==> src/rtl/latched_bus_xcvr.sv <==
`timescale 1ns/1ps
module latched_bus_xcvr #(
  parameter int NCH = 2,
  parameter int W   = 8
) (
  input  logic               clk,
  input  logic               rst_n,
  input  logic [NCH-1:0]     ab_en_n,
  input  logic [NCH-1:0]     ab_le_n,
  input  logic [NCH-1:0]     ab_oe_n,
  input  logic [NCH-1:0]     ba_en_n,
  input  logic [NCH-1:0]     ba_le_n,
  input  logic [NCH-1:0]     ba_oe_n,
  input  logic [NCH*W-1:0]   a_in,
  input  logic [NCH*W-1:0]   b_in,
  output logic [NCH*W-1:0]   a_out,
  output logic [NCH*W-1:0]   a_oe,
  output logic [NCH*W-1:0]   b_out,
  output logic [NCH*W-1:0]   b_oe,
  output logic [NCH-1:0]     clash
);

  for (genvar ch = 0; ch < NCH; ch++) begin : g_ch
    logic [W-1:0] st_ab, st_ba;
    logic         drv_ab, drv_ba;
    logic         open_ab, open_ba;

    assign open_ab = ~ab_en_n[ch] & ~ab_le_n[ch];
    assign open_ba = ~ba_en_n[ch] & ~ba_le_n[ch];

    always_ff @(posedge clk or negedge rst_n) begin
      if (!rst_n) begin
        st_ab  <= '0;
        st_ba  <= '0;
        drv_ab <= 1'b0;
        drv_ba <= 1'b0;
      end else begin
        if (open_ab) st_ab <= a_in[ch*W +: W];
        if (open_ba) st_ba <= b_in[ch*W +: W];
        drv_ab <= ~ab_en_n[ch] & ~ab_oe_n[ch];
        drv_ba <= ~ba_en_n[ch] & ~ba_oe_n[ch];
      end
    end

    assign b_out[ch*W +: W] = st_ab;
    assign a_out[ch*W +: W] = st_ba;
    assign b_oe[ch*W +: W]  = {W{drv_ab}};
    assign a_oe[ch*W +: W]  = {W{drv_ba}};
    assign clash[ch]        = drv_ab & drv_ba;

    a_r2_ab_follow: assert property (@(posedge clk) disable iff (!rst_n)
      ($past(rst_n) && !$past(ab_en_n[ch]) && !$past(ab_le_n[ch]))
      |-> b_out[ch*W +: W] == $past(a_in[ch*W +: W]));

    a_r5_ab_hold: assert property (@(posedge clk) disable iff (!rst_n)
      ($past(rst_n) && ($past(ab_en_n[ch]) || $past(ab_le_n[ch])))
      |-> $stable(b_out[ch*W +: W]));

    a_r4_ab_drive: assert property (@(posedge clk) disable iff (!rst_n)
      b_oe[ch*W] |-> (!$past(ab_en_n[ch]) && !$past(ab_oe_n[ch])));

    a_r7_ba_follow: assert property (@(posedge clk) disable iff (!rst_n)
      ($past(rst_n) && !$past(ba_en_n[ch]) && !$past(ba_le_n[ch]))
      |-> a_out[ch*W +: W] == $past(b_in[ch*W +: W]));

    a_r7_ba_hold: assert property (@(posedge clk) disable iff (!rst_n)
      ($past(rst_n) && ($past(ba_en_n[ch]) || $past(ba_le_n[ch])))
      |-> $stable(a_out[ch*W +: W]));

    a_r9_clash: assert property (@(posedge clk) disable iff (!rst_n)
      clash[ch] |-> (!$past(ab_en_n[ch]) && !$past(ab_oe_n[ch]) &&
                     !$past(ba_en_n[ch]) && !$past(ba_oe_n[ch])));
  end

endmodule

==> config.mk <==
export PLATFORM = sky130hd
export DESIGN_NAME = latched_bus_xcvr
export DESIGN_NICKNAME = d
export VERILOG_FILES = /design/src/rtl/latched_bus_xcvr.sv
export SDC_FILE = /design/constraint.sdc
export NUM_CORES = 1
export LEC_CHECK = 0
export ABC_AREA = 1
export ABC_CLOCK_PERIOD_IN_PS = 800
export BUFFER_PORTS_ARGS = -buffer_cell sky130_fd_sc_hd__buf_2
export CORE_UTILIZATION = 37
export DETAILED_ROUTE_END_ITERATION = 8
export HOLD_SLACK_MARGIN = 0.06
export PLACE_DENSITY = 0.73
export REMOVE_ABC_BUFFERS = 1
export SETUP_SLACK_MARGIN = 0.3
export SLEW_MARGIN = 25
export SYNTH_ARGS = -nofsm -noshare
export SYNTH_HDL_FRONTEND = slang
export SYNTH_SLANG_ARGS = --single-unit
export TNS_END_PERCENT = 10
==> constraint.sdc <==
create_clock -name clk -period 0.8 [get_ports clk]
set_clock_uncertainty 0.15 [all_clocks]
set_input_delay 0.04 -clock clk [delete_from_list [all_inputs] [get_ports clk]]
set_output_delay 0.04 -clock clk [all_outputs]
set_load 0.05 [all_outputs]
# --- Word-level counts from Yosys, hierarchy flattened ---
# Index checks and enable logic that the tools add are counted.
word_totals:
  register_bits: 36
  inputBits: 46
op_classes:
  bitwise_logic: 22
op_table:
  columns: ["op", "n"]
  rows:
  - ["$not 1->1", 12]
  - ["$and 1x1->1", 10]

# --- Depth between registers and ports, before layout ---
logic_depth:
  ltp_word: 2
  mapped_depth: 4
  depth_no_buf: 3

# --- Worst setup path before layout ---
# Ideal clock, no wire load.
synth_path:
  kind: "register -> register"
  start: "register, netlist name g_ch[0].st_ab[0]"
  end: "register g_ch[0].st_ab[0]"
  t_required_ns: 0.583
  path_slack_ns: -0.239
  t_arrival_ns: 0.822
  n_path_buf: 0
  stages_incl_launch_ff: 3
  cell_sequence: "dfrtp_1 -> o21ai_0 -> nand2_1"
synth_lines:
  columns: ["item", "line_no", "source"]
  rows:
  - ["to (signal assigned)", "38", "if (open_ab) st_ab <= a_in[ch*W +: W];"]
  - ["to (decl)", "24", "logic [W-1:0] st_ab, st_ba;"]

# --- Worst setup path in the final report ---
layout_path:
  start: "register g_ch[1].drv_ab"
  end: "output port b_oe[9]"
layout_lines:
  columns: ["item", "line_no", "source"]
  rows:
  - ["from (decl)", "25", "logic drv_ab, drv_ba;"]
  - ["from (signal assigned)", "40", "drv_ab <= ~ab_en_n[ch] & ~ab_oe_n[ch];"]
  - ["to (decl)", "19", "output logic [NCH*W-1:0] b_oe,"]
# No word-level cell between the ends.

==> results.tsv <==
metric	value	unit
status	finished with violations	
violated checks	negative hold slack, negative setup slack	
Critical-path top delay cell	dfrtp_2	
Antenna Nets Post-Route	0	
initial antenna violation count	0	
top-area cell type share of the netlist area	0.543	
top cells by area, synth	dfrtp_1, buf_4, nand2_1, o21ai_0, nor2_4	
CP endpoint kind	output pin	
slowest stage delay, CP	0.46	ns
CTS clk-pin slew, worst paths	0.07	ns
crit path launch	g_ch[1].drv_ab$_DFF_PN0_	
final period utilization	1.53	
first-pass GRT wire length	6090	um
root buffer cell	clkbuf_8	
# setup viols final	71	
vias in the first global route	1295	
Via-to-Cell Ratio	4.60	
CORE AREA	0.00414	mm^2
Slew Viols, Final	0	
Ys Warns	0	
post-synthesis sequential area ratio	0.543	
GRT overflow	0	
Die ar.	0.00475	mm^2
CP required	0.61	ns
port bufs	111	
CP cell instances	buf_6 > buf_6	
CTS tree	built	
final std cells w/o fill	319	
average wire per standard cell	12.5	um
DP HPWL	2700	um
Starting DRT DRC Count	79	
fmax	819	MHz
slew margin rel.	0.834	
Tmin final	1.22	ns
total of max-cap violations	0	
Max FO, Critical Path	6	
Final Hold Fails	72	
power per cell area	2210	mW/mm^2
CTS Buf Count	5	
Tot Pwr	5690	uW
#FFs+latches synth	36	
Peak VDD IR	1.05	mV
Cell Area, Synth	0.00166	mm^2
deepest clock path buffer count	2	
most used cell, CP	buf_6	
via count	1468	
Slew @ Worst Pin	0.251	ns
initial core utilization	0.400	
Hold WC Path Type	in -> async	
Tot GR Track Use	0.179	
Antenna Cells	0	
Detailed Routing Iterations Pass 1	5	
leading area contributor after synthesis	dfrtp_1	
reg2reg start	g_ch[1].st_ba[7]$_DFFE_PN0P_	
pre-CTS WS	-0.213	ns
largest net degree at the start of global routing	37	
setup TNS	-19.65	ns
DRC	0	
Routability Congestion	0.694	
Util after Layout	0.620	
synthesized area per cell	9.21	um^2
Top delay family on crit path	flip-flops	
layout cells sized above 1	0.491	
Buf/Inv on CP	2	
Clk Latency, worst-skew pair	0.28	ns
LEAKAGE	0.00137	uW
clock sinks	36	
area delta synth->final	55.0	%
Routed WL	4000	um
dpl cells	309	
Post-Synthesis Cells	180	
Chip Height	68.9	um
Synth cell types	8	
unrepaired setup endpoints after global routing	yes	
CTS H-tree lvls	2	
most frequent cells in the layout	nand2_1, buf_6, buf_2	
Worst setup SP type	flip-flop	
final worst slack	-0.421	ns
Rows	23	
Critical Setup Path Class	reg -> out	
commonest non-fill, non-tap cell in the layout	nand2_1	
CP arrival	1.03	ns
Nets	314	
Hold WS	-0.427	ns
Ports	112	
die width	68.9	um
worst reg2reg max path, cell delays in order (launching register included):
cell and delay [ns]:
dfrtp_1 0.41, o21ai_1 0.09, nand2_1 0.08
report_power, final:
group          switching [uW]  internal (uW)
Sequential                160           2040
Clock                     579            702
Combinational            1450            761
cells by family after synthesis:
kind of cell,count (synthesis),share of synthesized area
AND/OR/NAND/NOR,74,0.186
buffers and inverters,38,0.174
flip-flops,36,0.543
AO/OA/AOI/OAI,32,0.0966
path summary, 6_finish.rpt:
kind	slack (ns)	cells after the start	to
setup / recovery	-0.42	2	b_oe[9]
hold / removal	-0.43	2	g_ch[0].st_ab[4]$_DFFE_PN0P_
setup reg to reg	-0.03	2	g_ch[1].st_ba[7]$_DFFE_PN0P_
hold reg to reg	0.36	2	g_ch[0].st_ab[6]$_DFFE_PN0P_
max in group asynchronous	0.74	2	g_ch[1].drv_ab$_DFF_PN0_
min in group clk	-0.25	2	g_ch[1].drv_ba$_DFF_PN0_
state kept, by name (all words and copies together) (netlist names):
signal and count:
g_ch.drv_ab 2, g_ch.drv_ba 2, g_ch.st_ab 16, g_ch.st_ba 16
what timing repair did:
action / CTS / global route
buffers inserted: 2 / 0
endpoints found under the setup margin: 98 / 98
cloned: 0 / 0
endpoints found under the hold margin: 72 / 72
pin swaps: 7 / 19
gates resized for setup: 138 / 26
area by class of cell:
cell class,count,area (um^2)
Multi-Input combinational cell,106,474
Tap cell,50,62.6
Fill cell,346,1570
Timing Repair Buffer,117,1030
Clock buffer,8,90.1
Inverter,2,7.51
Sequential cell,36,903
synthesized netlist by cell type:
master / instances
inv_1: 2
dfrtp_1: 36
nor2_4: 4
o21ai_0: 32
nand2_1: 66
nor2_1: 4
buf_4: 33
buf_6: 3
stage by stage:
stage | hold slack (ns) | instance area [um^2]
after floorplan | -0.406 | 1380
after global placement | -0.133 | 2070
after detailed placement | -0.123 | 2070
after CTS | -0.429 | 2560
after global routing | -0.422 | 2570
final | -0.427 | 2570
metal layers:
layer,vias up,track usage,routed length [um],part of all wire
li1,715,-,-,-
met1,669,0.224,1670,0.42
met2,80,0.294,1980,0.50
met3,4,0.0543,306,0.077
met4,0,0.0536,38,0.0095
met5,-,0,0,0
Note: power is estimated with default switching activity, not from simulation.
